File: src/rtl/ebase_pkg.sv
package ebase_pkg;
  localparam int GATE_POS = 11;
  localparam int MID_LO   = 12;
  localparam int MID_HI   = 29;
  localparam int MID_W    = MID_HI - MID_LO + 1;
  localparam int TOP_LO   = 30;

  typedef struct packed {
    logic [1:0]       top;
    logic [MID_W-1:0] mid;
    logic             gate;
  } ebase_state_t;
endpackage

File: src/rtl/ebase_rst_sync.sv
module ebase_rst_sync (
  input  logic clk,
  input  logic rst_n_in,
  output logic rst_n_out
);
  logic [1:0] stage_q;

  always_ff @(posedge clk or negedge rst_n_in) begin
    if (!rst_n_in) stage_q <= 2'b00;
    else           stage_q <= {stage_q[0], 1'b1};
  end

  assign rst_n_out = stage_q[1];
endmodule

File: src/rtl/ebase_merge.sv
module ebase_merge
  import ebase_pkg::*;
#(
  parameter bit WG_PRESENT = 1'b1
) (
  input  ebase_state_t cur,
  input  logic [31:GATE_POS] data,
  output ebase_state_t nxt
);
  generate
    if (WG_PRESENT) begin : g_gate
      always_comb begin
        nxt.mid  = data[MID_HI:MID_LO];
        nxt.gate = data[GATE_POS];
        nxt.top  = data[GATE_POS] ? data[31:TOP_LO] : cur.top;
      end
    end else begin : g_nogate
      logic unused_hi;
      assign unused_hi = ^{data[31:TOP_LO], data[GATE_POS], cur.gate};
      always_comb begin
        nxt.mid  = data[MID_HI:MID_LO];
        nxt.gate = 1'b0;
        nxt.top  = cur.top;
      end
    end
  endgenerate
endmodule

File: src/rtl/ebase_slot.sv
module ebase_slot
  import ebase_pkg::*;
#(
  parameter bit WG_PRESENT = 1'b1,
  parameter bit HOST_RESET = 1'b0
) (
  input  logic               clk,
  input  logic               rst_n,
  input  logic               we,
  input  logic [31:GATE_POS] wdata,
  output ebase_state_t       q
);
  localparam logic [1:0] RST_TOP = HOST_RESET ? 2'b01 : 2'b10;

  ebase_state_t merged;
  ebase_state_t q_next;

  ebase_merge #(.WG_PRESENT(WG_PRESENT)) u_merge (
    .cur  (q),
    .data (wdata),
    .nxt  (merged)
  );

  always_comb begin
    q_next = q;
    if (we) q_next = merged;
  end

  always_ff @(posedge clk or negedge rst_n) begin
    if (!rst_n) begin
      q.top  <= RST_TOP;
      q.mid  <= '0;
      q.gate <= 1'b0;
    end else begin
      q <= q_next;
    end
  end

  // middle field loaded from the write data
  assert_mid_loads_R2: assert property (@(posedge clk) disable iff (!rst_n)
    we |=> q.mid == $past(wdata[MID_HI:MID_LO]));

  // the top bits move only in a gated write
  assert_top_gated_R3: assert property (@(posedge clk) disable iff (!rst_n)
    !$stable(q.top) |-> $past(we && wdata[GATE_POS] && WG_PRESENT));

  // a write without the gate bit keeps the top and clears the gate
  assert_ungated_keeps_top_R4: assert property (@(posedge clk) disable iff (!rst_n)
    (we && !wdata[GATE_POS]) |=> (q.top == $past(q.top)) && !q.gate);

  // no write, no change
  assert_hold_R10: assert property (@(posedge clk) disable iff (!rst_n)
    !we |=> $stable(q));
endmodule

File: src/rtl/ebase_reg.sv
module ebase_reg
  import ebase_pkg::*;
#(
  parameter int NUM_CTX    = 4,
  parameter bit WG_PRESENT = 1'b1,
  parameter bit HOST_RESET = 1'b0,
  localparam int CTX_W     = (NUM_CTX > 1) ? $clog2(NUM_CTX) : 1
) (
  input  logic             clk,
  input  logic             rst_n,
  input  logic [9:0]       cpu_num,
  input  logic [CTX_W-1:0] cur_ctx,
  input  logic             wr_en,
  input  logic [31:0]      wr_data,
  input  logic             rmt_en,
  input  logic [7:0]       rmt_ctx,
  input  logic [31:0]      rmt_data,
  output logic [31:0]      rd_data
);
  logic rst_sync_n;
  logic unused_low;
  ebase_state_t slot_q [NUM_CTX];
  ebase_state_t rd_state;

  assign unused_low = ^{wr_data[GATE_POS-1:0], rmt_data[GATE_POS-1:0]};

  ebase_rst_sync u_rst_sync (
    .clk       (clk),
    .rst_n_in  (rst_n),
    .rst_n_out (rst_sync_n)
  );

  generate
    for (genvar i = 0; i < NUM_CTX; i++) begin : g_ctx
      logic loc_hit;
      logic rmt_hit;
      logic slot_we;
      logic [31:GATE_POS] slot_wdata;

      always_comb begin
        loc_hit    = wr_en && (int'(cur_ctx) == i);
        rmt_hit    = rmt_en && (int'(rmt_ctx) == i);
        slot_we    = loc_hit || rmt_hit;
        slot_wdata = loc_hit ? wr_data[31:GATE_POS] : rmt_data[31:GATE_POS];
      end

      ebase_slot #(
        .WG_PRESENT (WG_PRESENT),
        .HOST_RESET (HOST_RESET)
      ) u_slot (
        .clk   (clk),
        .rst_n (rst_sync_n),
        .we    (slot_we),
        .wdata (slot_wdata),
        .q     (slot_q[i])
      );
    end
  endgenerate

  always_comb begin
    rd_state = '0;
    for (int i = 0; i < NUM_CTX; i++) begin
      if (int'(cur_ctx) == i) rd_state = slot_q[i];
    end
  end

  assign rd_data = {rd_state.top, rd_state.mid, rd_state.gate, 1'b0, cpu_num};

  // a remote write to a missing context leaves the visible value alone
  assert_bad_ctx_R8: assert property (@(posedge clk) disable iff (!rst_sync_n)
    (rmt_en && !wr_en && int'(rmt_ctx) >= NUM_CTX) |=>
      (!$stable(cur_ctx) || !$stable(cpu_num) || $stable(rd_data)));
endmodule

File: config.mk
export PLATFORM = sky130hd
export DESIGN_NAME = ebase_reg
export DESIGN_NICKNAME = d
export VERILOG_FILES = /design/src/rtl/ebase_pkg.sv /design/src/rtl/ebase_rst_sync.sv /design/src/rtl/ebase_merge.sv /design/src/rtl/ebase_slot.sv /design/src/rtl/ebase_reg.sv
export SDC_FILE = /design/constraint.sdc
export NUM_CORES = 1
export LEC_CHECK = 0
export BUFFER_PORTS_ARGS = -buffer_cell sky130_fd_sc_hd__buf_4
export CAP_MARGIN = 40
export CORE_UTILIZATION = 55
export CTS_BUF_LIST = sky130_fd_sc_hd__clkbuf_8
export CTS_CLUSTER_SIZE = 16
export DETAILED_ROUTE_END_ITERATION = 7
export PLACE_DENSITY = 0.8
export SLEW_MARGIN = 5
export SYNTH_ARGS = -nofsm -noshare
export SYNTH_HDL_FRONTEND = slang
export SYNTH_HIERARCHICAL = 1
export SYNTH_SLANG_ARGS = --single-unit
File: constraint.sdc
create_clock -name clk -period 7.79 [get_ports clk]
set_input_delay 1.1685 -clock clk [delete_from_list [all_inputs] [get_ports clk]]
set_output_delay 1.1685 -clock clk [all_outputs]
set_load 0.01 [all_outputs]
After elaboration in Yosys (flattened, before gate mapping)
Cells that the tools add are included.

cells by class
  equal/unequal tests = 6
  muxes and demuxes = 8
  reductions and logical operators = 18

operators with widths
  operator                                        count
  two-way mux 21 bit                              8
  == test 8 x 3 -> 1 bit (second input constant)  2
  == test 8 x 2 -> 1 bit (second input constant)  1
  logical AND 1 bit                               8
  zero test 8 bit                                 1
  AND reduction 2 bit                             4
  == test 2 bit (second input constant)           2
  logical OR 1 bit                                4
  == test 2 x 1 -> 1 bit (second input constant)  1
  zero test 2 bit                                 1

storage, ports and cells
  flip-flop bits (word level) = 86
  bits of input ports = 88
  output and inout bits = 32
  word-level logic and storage cells = 45

Longest topological paths before layout
Gate-level depths: netlist of the first run.

  depth in word-level cells = 5
  depth in mapped cells = 7
  depth with buffers taken out = 4

Hierarchy
Netlist of the first run, hierarchy kept.

modules (own cells, without submodules)
  module          instances  cells each  area an instance (µm²)  sequential area each (µm²)
  ebase_slot      4          44          860.8                   526.8
  ebase_reg       1          144         1757.9                  0.0
  ebase_merge     4          21          165.2                   0.0
  ebase_rst_sync  1          3           53.8                    50.0

Worst setup path before layout of the first run
No wires, ideal clock.

  path kind = input to output
  start point = input cur_ctx[0]
  end point = output rd_data[11]
  arrival time = 2.168 ns
  data required time = 6.622 ns
  slack = 4.454 ns
  cell stages on the path = 3
  buffers on the path = 2
  cell sequence = buf_2 buf_2 mux4_2

on the way
  longest elaborated chain between the ends = 5
  elaborated cells between the ends (all ways) = 8
  classes of those cells = eq/ne (3); mux (4); reduce/logical (1)

ends and longest elaborated chain
  what                              RTL line         RTL
  start, declared                   ebase_reg.sv:12  input logic [CTX_W-1:0] cur_ctx,
  zero test 2 bit                   ebase_reg.sv:63  if (int'(cur_ctx) == i) rd_state = slot_q[i];
  two-way mux 21 bit (3 in series)  ebase_reg.sv:63
  two-way mux 21 bit *              ebase_reg.sv:63
  end, declared                     ebase_reg.sv:18  output logic [31:0] rd_data

Mark *: on every way between the ends. The rest lies on a longest branch, timed or not.

Final worst setup path of the first run
  start point = input cur_ctx[0]
  end point = output rd_data[25]

The elaborated chain is that of the path after synthesis.

==> flow_metrics.env, run 1 <==
export IMPL_synth_distinct_cells=17
export IMPL_worstPathRequired_ns=6.62
export IMPL_clk_pin_slew_ns=0.09
export IMPL_p_total_mw=1.33
export IMPL_yosys_top_cells_area="dfrtp_1 35%, mux2_4 25%, mux2_2 15%"
export IMPL_reg2reg_to="g_ctx[1].u_slot/q[19]$_DFFE_PN0P_"
export IMPL_hold_class="reg -> async"
export IMPL_num_nets_final=481
export IMPL_cellLeakagePower_nw=2.78
export IMPL_start_util_pct=57.0
export IMPL_cts_tree="built"
export IMPL_coreArea_sq_um=10400
export IMPL_wl_per_cell_um=21.2
export IMPL_cp_start_kind="input pin"
export IMPL_use_met1_pct=28.1
export IMPL_timing_fmax_ghz=0.284
export IMPL_route_detailed_drc=0
export IMPL_track_usage_pct=21.4
export IMPL_num_fill_cells=828
export IMPL_ios=120
export IMPL_finalSetupViolCount=0
export IMPL_fin_crit_sh_pct=45.2
export IMPL_rr_startpoint="g_ctx[1].u_slot/q[19]$_DFFE_PN0P_"
export IMPL_critPathMaxStageDelay_ns=0.59
export IMPL_grt_pass1_vias=3338
export IMPL_vias=2983
export IMPL_finalSetupTns_ns=0
export IMPL_ys_warnings_count=6
export IMPL_peakVddDrop_v=0.000112
export IMPL_cts_htree_levels=3
export IMPL_cts_setup_buffers=0
export IMPL_die_area_sq_um=11200
export IMPL_dr_pass1_iters=4
export IMPL_area_delta_synth_final_pct=4.46
export IMPL_place_congestion=0.735
export IMPL_die_y_um=106
export IMPL_drv_slew=0
export IMPL_top_usage_layer="met2"
export IMPL_drt_wl_total_um=11300
export IMPL_layout_drive_gt1_share_pct=77.4
export IMPL_grt_overflow=0
export IMPL_grt_max_degree=52
export IMPL_regArea_sq_um=2160
export IMPL_rsz0062_at_grt="false"
export IMPL_insertion_delay_ns=0.36
export IMPL_numPortBuffers=76
export IMPL_crit_path_top_delay_cell="mux4_2"
export IMPL_synthesis_nets=495
export IMPL_cap_violations=0
export IMPL_crit_start="cur_ctx[0]"
export IMPL_diodes=0
export IMPL_synth_top_area_share_pct=34.7
export IMPL_cts_sinks=86
export IMPL_crit_type="in -> out"
export IMPL_worstPathArrival_ns=2.35
export IMPL_critPathMostFrequentCell="buf_4"
export IMPL_first_iter_violations=102
export IMPL_fin_crit_ns=3.52
export IMPL_worst_setup_path_end_kind="primary output"
export IMPL_avgSynthCellArea_sq_um=14.5
export IMPL_postCtsHoldBufs=0
export IMPL_multiInputGateArea_sq_um=2980
export IMPL_reg2reg_slack_ns=6.76
export IMPL_synth_largest_area_cell="dfrtp_1"
export IMPL_finClkSkew_ns=0.00662
export IMPL_critPathMaxFanout=25
export IMPL_final_hold_viol_count=0
export IMPL_vias_per_cell=5.59
export IMPL_tritoncts_num_buffers=9
export IMPL_clock_tree_root_cell="clkbuf_8"
export IMPL_path_cells="buf_4 -> mux4_2 -> buf_4"
export IMPL_antenna_found_initial=0
export IMPL_reg2reg_depth=2
export IMPL_syn_area_sq_um=5920
export IMPL_clockBufferDepth=2
export IMPL_postRouteAntennaNets=0
export IMPL_grt_pass1_wl_um=18000
export IMPL_gr_usage_met2_pct=35.3
export IMPL_std_cell_rows=37
export IMPL_power_density_nw_per_um2=215
export IMPL_gr_usage_met3_pct=4.58
export IMPL_syn_inst=407
export IMPL_ys_seq_area_share_pct=36.5
export IMPL_post_cts_resized=0
export IMPL_die_w_um=106
export IMPL_status="finished, final reports clean"
export IMPL_ys_seq_elements=86
export IMPL_postLayoutCoreUtil_pct=59.6
export IMPL_post_dp_hpwl_um=7190
## per-layer routing
| layer | part of all wire, % | vias to the layer above |
|---|---|---|
| met5 | 0 | - |
| met4 | 1.5 | 0 |
| met3 | 3.2 | 13 |
| met2 | 51 | 60 |
| met1 | 44 | 1549 |
| li1 | - | 1361 |
## critical path: cells and delay by family
| kind | cells | cell delay [ns] |
|---|---|---|
| muxes | 1 | 0.59 |
| buffers and inverters | 2 | 0.57 |
## sequential cells by signal (all words and copies together), names as in the netlist
name                count
u_rst_sync/stage_q      2
g_ctx.u_slot/q         84
## worst max path at each step
stage	to	slack [ns]	cells after the start
6_report	rd_data[25]	4.27	3
5_1_grt	rd_data[13]	4.20	3
4_1_cts	rd_data[13]	4.24	3
3_5_place_dp	rd_data[13]	4.24	3
3_3_place_gp	g_ctx[0].u_slot/q[19]$_DFFE_PN0P_	4.21	5
2_1_floorplan	rd_data[11]	4.45	3
## cell usage after synthesis
| library cell | instances |
|---|---|
| buf_6 | 11 |
| dfrtp_1 | 82 |
| o31ai_1 | 4 |
| or3b_1 | 1 |
| nand3_1 | 1 |
| nand3b_1 | 2 |
| or4b_2 | 2 |
| mux4_2 | 21 |
| buf_4 | 87 |
| inv_1 | 1 |
| clkbuf_1 | 2 |
| dfstp_2 | 4 |
| mux2_4 | 99 |
| or4_1 | 1 |
| buf_2 | 10 |
| mux2_2 | 77 |
| conb_1 | 2 |
## layout by cell type (no fill, tap or decap), drive strengths merged
cell type / n
clkbuf: 9
inv: 3
clkinv: 3
mux4: 21
conb: 2
or4b: 2
nand3: 1
buf: 85
clkinvlp: 1
nand3b: 2
bufinv: 1
dfstp: 4
or3b: 1
or4: 1
mux2: 176
o31ai: 4
dfrtp: 82
## layout make-up
| cell class | count | area share, % |
|---|---|---|
| inverter | 1 | 0.0607 |
| timing repair buffer | 85 | 11.0 |
| clock buffer | 9 | 2.00 |
| sequential | 86 | 35.0 |
| tap | 136 | 2.75 |
| multi-input combinational | 210 | 48.1 |
| clock inverter | 7 | 1.09 |
## report_power, final
part | internal (mW) | switching (mW) | leakage, nW
registers | 0.552 | 0.0647 | 1.01
logic | 0.274 | 0.126 | 1.67
clock network | 0.147 | 0.166 | 0.102
## cell families (layout without fill, tap and decap cells)
| family | count (synthesis) | in the layout | synth area share (%) |
|---|---|---|---|
| compound gates | 4 | 4 | 0.508 |
| buf+inv | 111 | 102 | 14.2 |
| flops | 86 | 86 | 36.5 |
| mux | 197 | 197 | 47.8 |
| other cells | 2 | 2 | 0.127 |
| simple gates | 7 | 7 | 0.952 |
## metrics by stage
step | std cells | setup slack (ns) | hold WS (ns) | cell area (sq um)
3_3_place_gp | 516 | 4.21 | 0.339 | 5930
2_1_floorplan | 407 | 4.45 | 0.331 | 5920
3_5_place_dp | 518 | 4.24 | 0.309 | 5990
6_report | 534 | 4.27 | 0.301 | 6180
5_1_grt | 534 | 4.20 | 0.341 | 6180
4_1_cts | 534 | 4.24 | 0.318 | 6180
Power figures use the tool's default switching activity.
==> inputs of run 2 (changes only) <==
==> constraint.sdc (replaced) <==
create_clock -name clk -period 3.6 [get_ports clk]
set_input_delay 0.54 -clock clk [delete_from_list [all_inputs] [get_ports clk]]
set_output_delay 0.54 -clock clk [all_outputs]
set_load 0.01 [all_outputs]
==> flow_metrics.env, run 2 (synthesized netlist as in run 1, its figures left out) <==
export IMPL_finalSetupViolCount=0
export IMPL_clk_pin_slew_ns=0.09
export IMPL_area_delta_synth_final_pct=5.16
export IMPL_worstPathRequired_ns=3.83
export IMPL_critPathMaxFanout=14
export IMPL_insertion_delay_ns=0.35
export IMPL_drt_wl_total_um=11300
export IMPL_cts_sinks=86
export IMPL_finalSetupTns_ns=0
export IMPL_final_cells=536
export IMPL_drv_slew=0
export IMPL_registers_top_by_ff_count="g_ctx.u_slot/q"
export IMPL_grt_pass1_vias=3334
export IMPL_num_fill_cells=793
export IMPL_die_area_sq_um=11200
export IMPL_diodes=0
export IMPL_biggestRegsByFlops="g_ctx.u_slot/q x84, u_rst_sync/stage_q x2"
export IMPL_route_detailed_drc=0
export IMPL_final_common_cell="mux2_4"
export IMPL_peakVddDrop_v=0.000241
export IMPL_clockBufferDepth=2
export IMPL_num_nets_final=483
export IMPL_layout_drive_gt1_share_pct=77.8
export IMPL_grt_max_degree=47
export IMPL_dp_cells=519
export IMPL_postLayoutCoreUtil_pct=60.0
export IMPL_reg2reg_depth=2
export IMPL_cts_htree_levels=3
export IMPL_cp_start_kind="input pin"
export IMPL_timing_fmax_ghz=0.393
export IMPL_worst_pin_slew_ns=0.776
export IMPL_crit_type="in -> reg"
export IMPL_grt_pass1_wl_um=18000
export IMPL_final_hold_viol_count=0
export IMPL_ios=120
export IMPL_finClkSkew_ns=0.00876
export IMPL_power_density_nw_per_um2=475
export IMPL_layout_common_cells="99 x mux2_4, 84 x buf_4, 81 x dfrtp_1"
export IMPL_start_util_pct=57.0
export IMPL_std_cell_rows=37
export IMPL_post_dp_hpwl_um=7490
export IMPL_fin_crit_ns=2.54
export IMPL_place_congestion=0.761
export IMPL_grt_overflow=0
export IMPL_vias=2982
export IMPL_worstPathArrival_ns=2.77
export IMPL_slew_headroom_pct=48.3
export IMPL_track_usage_pct=21.3
export IMPL_cap_violations=0
export IMPL_die_w_um=106
export IMPL_worst_setup_path_end_kind="flip-flop"
export IMPL_rsz0062_at_grt="false"
export IMPL_cts_tree="built"
export IMPL_dr_pass1_iters=4
export IMPL_die_y_um=106
export IMPL_numPortBuffers=76
export IMPL_largest_reg_flops=84
export IMPL_wl_per_cell_um=21.1
export IMPL_post_cts_resized=0
export IMPL_fin_crit_sh_pct=70.6
export IMPL_coreArea_sq_um=10400
export IMPL_cellLeakagePower_nw=2.79
export IMPL_cts_setup_buffers=0
export IMPL_status="finished, final reports clean"
export IMPL_antenna_found_initial=0
export IMPL_clock_tree_root_cell="clkbuf_8"
export IMPL_first_iter_violations=135
export IMPL_postRouteAntennaNets=0
export IMPL_vias_per_cell=5.56
export IMPL_tritoncts_num_buffers=9
export IMPL_hold_class="reg -> async"
[run 2: critical path, stage by stage]
cell and delay, ns:
buf_4 0.10, or4b_2 0.82, o31ai_4 0.73, buf_12 0.27, mux2_4 0.31
[run 2: layout make-up]
type	count	area [sq um]	area share, %
Timing Repair Buffer	87	688	11.1
Clock inverter	6	85.1	1.37
Multi-Input combinational cell	210	2980	47.8
Sequential cell	86	2160	34.7
Inverter	1	3.75	0.0603
Tap cell	136	170	2.74
Clock buffer	10	138	2.21
[run 2: report_power, final]
part,internal [mW],switching [mW]
clock network,0.408,0.348
registers,1.20,0.141
logic,0.593,0.272
total,2.20,0.762
[run 2: repair_timing]
action | in CTS | in global routing
setup endpoints to repair | 0 | 0
hold endpoints to repair | 2 | 0
hold buffers | 1 | 0
[run 2: path summary, 6_finish.rpt]
path / start / end / slack (ns)
max: rmt_ctx[4] / g_ctx[0].u_slot/q[10]$_DFFE_PN0P_ / 1.06
min: u_rst_sync/stage_q[1]$_DFF_PN0_ / g_ctx[2].u_slot/q[9]$_DFFE_PN0P_ / 0.32
max reg2reg: g_ctx[1].u_slot/q[19]$_DFFE_PN0P_ / g_ctx[1].u_slot/q[19]$_DFFE_PN0P_ / 2.56
min reg2reg: u_rst_sync/stage_q[1]$_DFF_PN0_ / g_ctx[2].u_slot/q[9]$_DFFE_PN0P_ / 0.32
max in group asynchronous: u_rst_sync/stage_q[1]$_DFF_PN0_ / g_ctx[0].u_slot/q[20]$_DFFE_PN1P_ / 2.60
min in group clk: u_rst_sync/stage_q[0]$_DFF_PN0_ / u_rst_sync/stage_q[1]$_DFF_PN0_ / 0.36
[run 2: through the flow]
stage                     power [mW]  setup WS (ns)  cell area, sq um  hold slack, ns
after floorplan                 2.02           1.03              5920           0.244
after global placement          2.18          0.715              5960           0.323
after detailed placement        2.22          0.699              5990           0.324
after CTS                       2.98           1.07              6220           0.349
after global routing            3.10           1.05              6220           0.368
final                           2.96           1.06              6220           0.322
[run 2: layer usage]
layer / routed length (um) / global-route usage, % / up-vias
met5: 0 / 0 / -
met4: 103 / 5.85 / 0
met3: 321 / 4.33 / 9
met2: 5800 / 36.1 / 55
met1: 5100 / 27.6 / 1559
li1: - / - / 1359
